==> config.mk <==
export PLATFORM = sky130hd
export DESIGN_NAME = irq_redir_regs
export DESIGN_NICKNAME = d
export VERILOG_FILES = /design/src/rtl/irq_regs_pkg.sv /design/src/rtl/irq_regs_decode.sv /design/src/rtl/irq_redir_table.sv /design/src/rtl/irq_regs_rdmux.sv /design/src/rtl/irq_redir_regs.sv
export SDC_FILE = /design/constraint.sdc
export NUM_CORES = 2
export LEC_CHECK = 0
export BUFFER_PORTS_ARGS = -buffer_cell sky130_fd_sc_hd__buf_2
export CORE_AREA = 2 2 637 639
export CTS_CLUSTER_DIAMETER = 30
export DETAILED_ROUTE_END_ITERATION = 7
export DIE_AREA = 0 0 639 641
export GPL_TIMING_DRIVEN = 0
export SYNTH_ARGS = -nofsm -noshare
export SYNTH_HDL_FRONTEND = slang
export SYNTH_SLANG_ARGS = --single-unit
==> constraint.sdc <==
create_clock -name clk -period 8.2 [get_ports clk]
set_input_delay 1.64 -clock clk [delete_from_list [all_inputs] [get_ports clk]]
set_output_delay 1.64 -clock clk [all_outputs]
set_load 0.02 [all_outputs]
==> src/rtl/irq_regs_pkg.sv <==
package irq_regs_pkg;
  localparam logic [7:0] OFF_SEL   = 8'h00;
  localparam logic [7:0] OFF_WIN   = 8'h10;
  localparam logic [7:0] OFF_EOI   = 8'h40;
  localparam int         DSTAT_BIT = 12;
  localparam int         RIRR_BIT  = 14;
  localparam int         TRIG_BIT  = 15;
  localparam logic [63:0] RTE_RESET = 64'h0000_0000_0001_0000;

  // Merge a bus half-write into an entry, keeping protected bits.
  function automatic logic [63:0] rte_merge(input logic [63:0] old,
                                            input logic [31:0] wdata,
                                            input logic        hi,
                                            input logic        eng_we,
                                            input logic        eng_val);
    logic [63:0] n;
    n = old;
    if (hi) n[63:32] = wdata;
    else    n[31:0]  = wdata;
    n[DSTAT_BIT] = old[DSTAT_BIT];
    n[RIRR_BIT]  = eng_we ? eng_val : old[RIRR_BIT];
    if (!n[TRIG_BIT]) n[RIRR_BIT] = 1'b0;
    return n;
  endfunction

  function automatic logic [31:0] id_word(input logic [3:0] id);
    return {4'h0, id, 24'h0};
  endfunction

  function automatic logic [31:0] ver_word(input logic [7:0] ver,
                                           input logic [7:0] maxent);
    return {8'h0, maxent, 8'h0, ver};
  endfunction
endpackage

==> src/rtl/irq_regs_decode.sv <==
module irq_regs_decode import irq_regs_pkg::*; #(
  parameter int         NUM_PINS = 24,
  parameter logic [7:0] TBL_BASE = 8'h10,
  parameter bit         EOI_EN   = 1'b1,
  localparam int        IDX_W    = $clog2(NUM_PINS)
) (
  input  logic             bus_wr,
  input  logic [7:0]       off8,
  input  logic [2:0]       bus_size,
  input  logic [7:0]       sel,
  output logic             size_ok,
  output logic             sel_wr,
  output logic             id_wr,
  output logic             tbl_wr,
  output logic             eoi_wr,
  output logic             tbl_hit,
  output logic             tbl_hi,
  output logic [IDX_W-1:0] tbl_idx
);
  localparam logic [7:0] NP8 = 8'(NUM_PINS);
  logic [7:0] rel;
  logic       win_wr;

  always_comb begin
    rel     = sel - TBL_BASE;
    tbl_hit = (sel >= TBL_BASE) && ({1'b0, rel[7:1]} < NP8);
    tbl_hi  = rel[0];
    tbl_idx = rel[IDX_W:1];
    size_ok = (bus_size == 3'd4);
    sel_wr  = bus_wr && (off8 == OFF_SEL);
    win_wr  = bus_wr && (off8 == OFF_WIN) && size_ok;
    id_wr   = win_wr && (sel == 8'd0);
    tbl_wr  = win_wr && tbl_hit;
    eoi_wr  = EOI_EN && bus_wr && (off8 == OFF_EOI) && size_ok;
  end
endmodule

==> src/rtl/irq_redir_table.sv <==
module irq_redir_table import irq_regs_pkg::*; #(
  parameter int  NUM_PINS = 24,
  localparam int IDX_W    = $clog2(NUM_PINS)
) (
  input  logic                   clk,
  input  logic                   rst_n,
  input  logic                   wr_en,
  input  logic [IDX_W-1:0]       wr_idx,
  input  logic                   wr_hi,
  input  logic [31:0]            wr_data,
  input  logic                   eng_we,
  input  logic [IDX_W-1:0]       eng_idx,
  input  logic                   eng_val,
  output logic [NUM_PINS*64-1:0] rte_flat,
  output logic [NUM_PINS-1:0]    wr_hit_vec
);
  for (genvar i = 0; i < NUM_PINS; i++) begin : g_ent
    logic [63:0] rte;
    logic        eh;
    assign wr_hit_vec[i] = wr_en && (wr_idx == IDX_W'(i));
    assign eh            = eng_we && (eng_idx == IDX_W'(i));
    assign rte_flat[i*64 +: 64] = rte;

    always_ff @(posedge clk) begin
      if (!rst_n)             rte <= RTE_RESET;
      else if (wr_hit_vec[i]) rte <= rte_merge(rte, wr_data, wr_hi, eh, eng_val);
      else if (eh)            rte[RIRR_BIT] <= eng_val;
    end
  end
endmodule

==> src/rtl/irq_regs_rdmux.sv <==
module irq_regs_rdmux import irq_regs_pkg::*; #(
  parameter int         NUM_PINS = 24,
  parameter logic [7:0] VERSION  = 8'h20,
  localparam int        IDX_W    = $clog2(NUM_PINS),
  localparam logic [7:0] MAXENT  = 8'(NUM_PINS - 1)
) (
  input  logic                   bus_rd,
  input  logic [7:0]             off8,
  input  logic                   size_ok,
  input  logic [7:0]             sel,
  input  logic [3:0]             id,
  input  logic                   tbl_hit,
  input  logic                   tbl_hi,
  input  logic [IDX_W-1:0]       tbl_idx,
  input  logic [NUM_PINS*64-1:0] rte_flat,
  output logic [31:0]            rdata
);
  logic [63:0] ent;

  always_comb begin
    ent   = rte_flat[32'(tbl_idx)*64 +: 64];
    rdata = '0;
    if (bus_rd) begin
      case (off8)
        OFF_SEL: rdata = {24'h0, sel};
        OFF_WIN: if (size_ok) begin
          if (sel == 8'd0 || sel == 8'd2) rdata = id_word(id);
          else if (sel == 8'd1)           rdata = ver_word(VERSION, MAXENT);
          else if (tbl_hit)               rdata = tbl_hi ? ent[63:32] : ent[31:0];
        end
        default: rdata = '0;
      endcase
    end
  end
endmodule

==> src/rtl/irq_redir_regs.sv <==
module irq_redir_regs import irq_regs_pkg::*; #(
  parameter int         NUM_PINS = 24,
  parameter logic [7:0] VERSION  = 8'h20,
  parameter logic [7:0] TBL_BASE = 8'h10,
  localparam int        IDX_W    = $clog2(NUM_PINS)
) (
  input  logic                   clk,
  input  logic                   rst_n,
  input  logic                   bus_wr,
  input  logic                   bus_rd,
  input  logic [7:0]             bus_addr,
  input  logic [2:0]             bus_size,
  input  logic [31:0]            bus_wdata,
  output logic [31:0]            bus_rdata,
  input  logic                   eng_rirr_we,
  input  logic [IDX_W-1:0]       eng_rirr_idx,
  input  logic                   eng_rirr_val,
  output logic [NUM_PINS*64-1:0] rte_flat,
  output logic [NUM_PINS-1:0]    rirr_q,
  output logic                   svc_req,
  output logic                   eoi_valid,
  output logic [7:0]             eoi_vector
);
  localparam bit EOI_EN = (VERSION == 8'h20);

  if (VERSION != 8'h11 && VERSION != 8'h20) begin : g_bad_version
    $error("irq_redir_regs: VERSION must be 0x11 or 0x20");
  end

  logic [7:0]          sel;
  logic [3:0]          id;
  logic [7:0]          off8;
  logic                size_ok, sel_wr, id_wr, tbl_wr_evt, eoi_wr_evt;
  logic                tbl_hit, tbl_hi;
  logic [IDX_W-1:0]    tbl_idx;
  logic [NUM_PINS-1:0] wr_hit_vec, dstat_vec, trig_vec;

  assign off8 = bus_addr;

  irq_regs_decode #(.NUM_PINS(NUM_PINS), .TBL_BASE(TBL_BASE), .EOI_EN(EOI_EN)) u_dec (
    .bus_wr(bus_wr), .off8(off8), .bus_size(bus_size), .sel(sel),
    .size_ok(size_ok), .sel_wr(sel_wr), .id_wr(id_wr), .tbl_wr(tbl_wr_evt),
    .eoi_wr(eoi_wr_evt), .tbl_hit(tbl_hit), .tbl_hi(tbl_hi), .tbl_idx(tbl_idx)
  );

  irq_redir_table #(.NUM_PINS(NUM_PINS)) u_tbl (
    .clk(clk), .rst_n(rst_n), .wr_en(tbl_wr_evt), .wr_idx(tbl_idx),
    .wr_hi(tbl_hi), .wr_data(bus_wdata), .eng_we(eng_rirr_we),
    .eng_idx(eng_rirr_idx), .eng_val(eng_rirr_val),
    .rte_flat(rte_flat), .wr_hit_vec(wr_hit_vec)
  );

  irq_regs_rdmux #(.NUM_PINS(NUM_PINS), .VERSION(VERSION)) u_rd (
    .bus_rd(bus_rd), .off8(off8), .size_ok(size_ok), .sel(sel), .id(id),
    .tbl_hit(tbl_hit), .tbl_hi(tbl_hi), .tbl_idx(tbl_idx),
    .rte_flat(rte_flat), .rdata(bus_rdata)
  );

  for (genvar i = 0; i < NUM_PINS; i++) begin : g_bits
    assign rirr_q[i]    = rte_flat[i*64 + RIRR_BIT];
    assign dstat_vec[i] = rte_flat[i*64 + DSTAT_BIT];
    assign trig_vec[i]  = rte_flat[i*64 + TRIG_BIT];
  end

  always_ff @(posedge clk) begin
    if (!rst_n) begin
      sel        <= '0;
      id         <= '0;
      svc_req    <= 1'b0;
      eoi_valid  <= 1'b0;
      eoi_vector <= '0;
    end else begin
      if (sel_wr) sel <= bus_wdata[7:0];
      if (id_wr)  id  <= bus_wdata[27:24];
      svc_req   <= tbl_wr_evt;
      eoi_valid <= eoi_wr_evt;
      if (eoi_wr_evt) eoi_vector <= bus_wdata[7:0];
    end
  end
endmodule

Word level (Yosys, flattened, before mapping) --
Cells that the tools add are included.
Word-level totals: bits in registers 1534, input bits 54, output and inout port bits 1602, logic and storage cells 440
Cells by class: add/subtract/negate cells 1, magnitude comparators 2, eq/ne operators 75, shift operators 1, multiplexer cells 151, reductions and logical operators 109
Operator list (count):
- $mux W32 | 78
- $shiftx A1536 B12 Y64 | 1
- $reduce_and A2 Y1 | 48
- $eq A5 B4 Y1 const B | 16
- $eq A5 B5 Y1 const B | 16
- $mux W1 | 72
- $ne A3 B3 Y1 const B | 24
- $pmux W32 S2 | 1
- $logic_and A1 B1 Y1 | 56
- $eq A5 B3 Y1 const B | 8
- $eq A5 B2 Y1 const B | 4
- $logic_not A8 Y1 | 2
- $eq A5 B1 Y1 const B | 2
- $logic_not A5 Y1 | 2
- $eq A8 B1 Y1 const B | 1
- $eq A8 B2 Y1 const B | 1
- $eq A8 B5 Y1 const B | 1
- $eq A8 B7 Y1 const B | 1
- $ge A8 B5 Y1 const B | 1
- $sub A8 B5 Y8 const B | 1
- $lt A7 B5 Y1 const B | 1
- $eq A3 B3 Y1 const B | 1
- $logic_or A1 B1 Y1 | 1

Logic depth before layout (Yosys ltp) --
word-level depth 9, depth in mapped cells 14, mapped depth without buffers 8

Cells and area by module --
From an unflattened synthesis, not the netlist that was laid out.
Second synthesis, totals: cell total of the unflattened synthesis 7617, area, all modules 71070.7 µm²
By module, submodules not included:
- irq_redir_table | instances 1, cells each 6584, area an instance 57157.3 µm², sequential area each 30269.0 µm²
- irq_regs_rdmux | instances 1, cells each 908, area an instance 12731.0 µm², sequential area each 0.0 µm²
- irq_redir_regs | instances 1, cells each 93, area an instance 999.7 µm², sequential area each 440.4 µm²
- irq_regs_decode | instances 1, cells each 32, area an instance 182.7 µm², sequential area each 0.0 µm²

Least setup slack after synthesis --
Ideal clock, no wire load.
path kind input to output, from in bus_addr[1], to out bus_rdata[13], data arrival time 3.364 ns, data required time 6.560 ns, setup slack 3.196 ns, cell stages on the path 7, buffers on the path 2, cells stage by stage nor4_4 -> nand4_1 -> nor2b_1 -> nand3_1 -> buf_2 -> buf_2 -> nor3_1
On the way: word-level cells in the longest chain between the ends 3, elaborated cells on any way between the ends 4, those cells by class 1 x eq/ne; 2 x mux; 1 x reduce/logical
RTL lines:
- from (decl) | line irq_redir_regs.sv:11 | input logic [7:0] bus_addr,
- $eq A8 B5 Y1 or $logic_not A8 Y1 (tied branches) | line irq_regs_rdmux.sv:24 | case (off8)
- $pmux W32 S2 (*) | line irq_regs_rdmux.sv:24
- $mux W32 (*) | line irq_regs_rdmux.sv:23 | if (bus_rd) begin
- to (decl) | line irq_redir_regs.sv:14 | output logic [31:0] bus_rdata,
Mark *: on every way between the ends. The rest lies on a longest branch, timed or not.

Worst setup path after layout --
from reg sel[2], to out bus_rdata[16]
On the way: word-level cells in the longest chain between the ends 9, elaborated cells on any way between the ends 16, those cells by class 1 x add/sub; 2 x order compare; 2 x eq/ne; 1 x shift; 7 x mux; 3 x reduce/logical
RTL lines:
- from (decl) | line irq_redir_regs.sv:30 | logic [7:0] sel;
- from (signal assigned) | line irq_redir_regs.sv:73 | if (sel_wr) sel <= bus_wdata[7:0];
- $sub A8 B5 Y8 | line irq_regs_decode.sv:25 | rel = sel - TBL_BASE;
- $shiftx A1536 B12 Y64 or $lt A7 B5 Y1 (tied branches) | line irq_regs_rdmux.sv:21, irq_regs_decode.sv:26
- $mux W32 or $logic_and A1 B1 Y1 (tied branches) | line irq_regs_rdmux.sv:29, irq_regs_decode.sv:26
- $mux W32 | line irq_regs_rdmux.sv:29 | else if (tbl_hit) rdata = tbl_hi ? ent[63:32] : ent[31:0];
- $mux W32 | line irq_regs_rdmux.sv:28 | else if (sel == 8'd1) rdata = ver_word(VERSION, MAXENT);
- $mux W32 (*) | line irq_regs_rdmux.sv:27 | if (sel == 8'd0 || sel == 8'd2) rdata = id_word(id);
- $mux W32 (*) | line irq_regs_rdmux.sv:26 | OFF_WIN: if (size_ok) begin
- $pmux W32 S2 (*) | line irq_regs_rdmux.sv:24
- $mux W32 (*) | line irq_regs_rdmux.sv:23
Marks and branches as above.

==> summary.txt <==
Hold Vio Cnt, Final -> 0
Clock Latency Late Sink -> 1030 ps
RSZ-0062 raised after global routing -> no
sequential share of power -> 30.5%
Die Area -> 410,000 um^2
root buffer cell -> clkbuf_16
non-filler cells, final -> 15,210
Worst Hold Path Cells -> 2
Crit. End Element -> primary output
worst hold slack -> 461 ps
overall power -> 24.5 mW
largest net degree at the start of global routing -> 19
Mapped Avg Cell Area -> 9.03 um^2
Layout area overhead -> 43.9%
vias -> 78,685
Rows -> 233
switching share of power -> 25.0%
Clock Skew -> 159 ps
Seq/Total Area, Yosys -> 45.6%
Post-Place Cells -> 14,388
Max-slew headroom -> -12.2%
wirelength, routed -> 715 mm
setup_tns -> -679 ps
Worst R2R Path Depth -> 14
setup ws final -> -179 ps
synthesized area -> 67,300 um^2
EDFF count, synth -> 0
Max Root-Sink Buffers -> 4
gpl congestion -> 1.04
fin. max-slew vios -> 207
starting density of the core -> 16.7%
CTS buffer count -> 389
Clk pwr share -> 66.4%
reg2reg setup slack -> 1880 ps
GRT overflow -> 0
final core occ -> 24.1%
Die Y -> 641 um
Top FF cell, synth -> dfxtp_1
total of max-cap violations -> 23
worst min-delay path class -> reg -> reg
nets@finish -> 9,548
most frequent cells in the layout -> nand2_1, buf_2, dfxtp_1
peak supply drop -> 0.213 mV
Final period util -> 102%
per-cell routed wire length -> 47.0 um
f_max -> 119 MHz
R2R Path Start -> sel[4]
Synth Instances -> 7,453
Global Route Usage Sum -> 33.3%
Routed Antenna Nets -> 0
die width -> 639 um
initial antenna violation count -> 98
status -> complete, but fails checks
# DRC -> 0
IO Pins -> 1,656
Startpoint Class -> flip-flop
failing checks -> capacitance limit, slew limit, setup timing
Sink Count -> 1,534
Setup Viol. Count Final -> 6
Async S/R FF share, synth -> 0%
vias per cell -> 5.17
Crit path required time -> 6560 ps
final worst path period need -> 8380 ps
CTS H-tree lvls -> 5
worst slew pin tran -> 1680 ps
first-pass GRT wire length -> 865 mm
CP Max Fanout -> 14
Comb power frac -> 3.2%
IO Port Bufs -> 1,597
FF-to-FF End -> u_tbl.g_ent[9].rte[2]
Reg clk slew, reported paths -> 40 ps
Sw Pwr -> 6.13 mW
Pleak -> 41.4 nW
CP Capture Point -> bus_rdata[16]
share of cells above drive strength 1 -> 31.3%
FF+latch count, synth -> 1,534
1st-iter DRT viols -> 12,605
Netlist cell types -> 51
vias in the first global route -> 70,173
CTS tree -> done
Yosys Warn Count -> 0
Crit Path Class -> reg -> out
detailed-router iteration count before antenna repair -> 6
hold_sp -> u_tbl.g_ent[14].rte[55]
Final HPWL DP -> 580 mm
Int Power -> 18.4 mW
Crit path arrival time -> 6740 ps
Worst Setup SP -> sel[2]
commonest non-fill, non-tap cell in the layout -> nand2_1
PwrDens -> 253 nW/um^2
core area -> 402,000 um^2
## synthesized netlist by cell type (all sizes together) (7+ instances only)
cell / number / area (um^2)
and4: 36 / 315
a32o: 8 / 80.1
mux2: 7 / 78.8
a22oi: 14 / 105
a211oi: 19 / 143
nand2: 2584 / 9700
nand3: 42 / 210
nand4: 35 / 219
mux2i: 607 / 6080
nor2b: 8 / 50.1
nand2b: 9 / 56.3
mux4: 404 / 9100
a221oi: 13 / 114
nor2: 107 / 402
and3: 8 / 50.1
a311o: 9 / 90.1
clkbuf: 512 / 1920
nor4: 7 / 73.8
o211ai: 8 / 60.1
o21ai: 19 / 95.1
dfxtp: 1534 / 30700
a21oi: 1040 / 5200
buf: 297 / 1650
nor3: 35 / 185
o22ai: 37 / 231
and2: 9 / 56.3
## critical path: stages, from the launching register on
cell,delay (ps)
dfxtp_1,300
buf_4,400
buf_4,430
buf_2,750
buf_2,670
buf_4,740
mux4_2,500
o22ai_1,160
nor2_1,250
nor3_1,1010
nor3_1,110
buf_2,280
## metal layers
metal | GRT usage, % | wire length, um | part of all wire [%] | vias up
li1 | - | - | - | 29804
met5 | 0.425 | 372 | 0.052 | -
met4 | 29.2 | 75900 | 11 | 18
met1 | 34.0 | 233000 | 33 | 39009
met2 | 49.4 | 302000 | 42 | 7615
met3 | 17.9 | 104000 | 15 | 2239
## cell families after synthesis
kind of cell    share of synthesized area [%]
buf+inv                                  5.34
compound gates                           9.34
other cells                           0.00557
simple gates                             17.0
fa+ha+maj                              0.0372
mux                                      22.7
flops                                    45.6
## power groups by stage
stage / clock network, mW / logic, mW / registers (mW)
3_5_place_dp: 0 / 0.740 / 7.62
6_report: 16.3 / 0.778 / 7.48
4_1_cts: 16.2 / 0.741 / 7.48
3_3_place_gp: 0 / 0.733 / 7.62
5_1_grt: 16.6 / 0.746 / 7.48
2_1_floorplan: 0 / 0.251 / 7.62
## flip-flops by register name, indices dropped and copies added (netlist names)
signal	count
eoi_valid	1
eoi_vector	8
id	4
sel	8
svc_req	1
u_tbl.g_ent.rte	1512
## final cells by class
cell class | instances | area (um^2)
Antenna cell | 105 | 263
Buffer | 809 | 3710
Clock buffer | 505 | 10800
Clock inverter | 212 | 2960
Fill cell | 43500 | 305000
Inverter | 7 | 26.3
Multi-Input combinational cell | 5126 | 33200
Sequential cell | 1534 | 30700
Tap cell | 5287 | 6620
Timing Repair Buffer | 1625 | 8510
## worst min path at each step
stage	slack [ps]	endpoint
2_1_floorplan	460	id[0]
3_3_place_gp	450	u_tbl.g_ent[6].rte[31]
3_5_place_dp	460	u_tbl.g_ent[14].rte[55]
4_1_cts	460	u_tbl.g_ent[14].rte[55]
5_1_grt	470	u_tbl.g_ent[12].rte[4]
6_report	460	u_tbl.g_ent[14].rte[55]
## stage by stage
step	setup WS, ps	cell area [um^2]
CTS	-11.3	96600
floorplan	3200	67400
global placement	-1470	82000
detailed placement	-418	82700
finish	-179	96900
global route	11.4	96700
## repair_timing
item / CTS / global route
endpoints found under the hold margin: 0 / 0
endpoints found under the setup margin: 27 / 2
hold buffers: 0 / 0
gates resized for setup: 31 / 2
buffers inserted: 0 / 0
No activity file was read; power rests on OpenSTA's default activity.
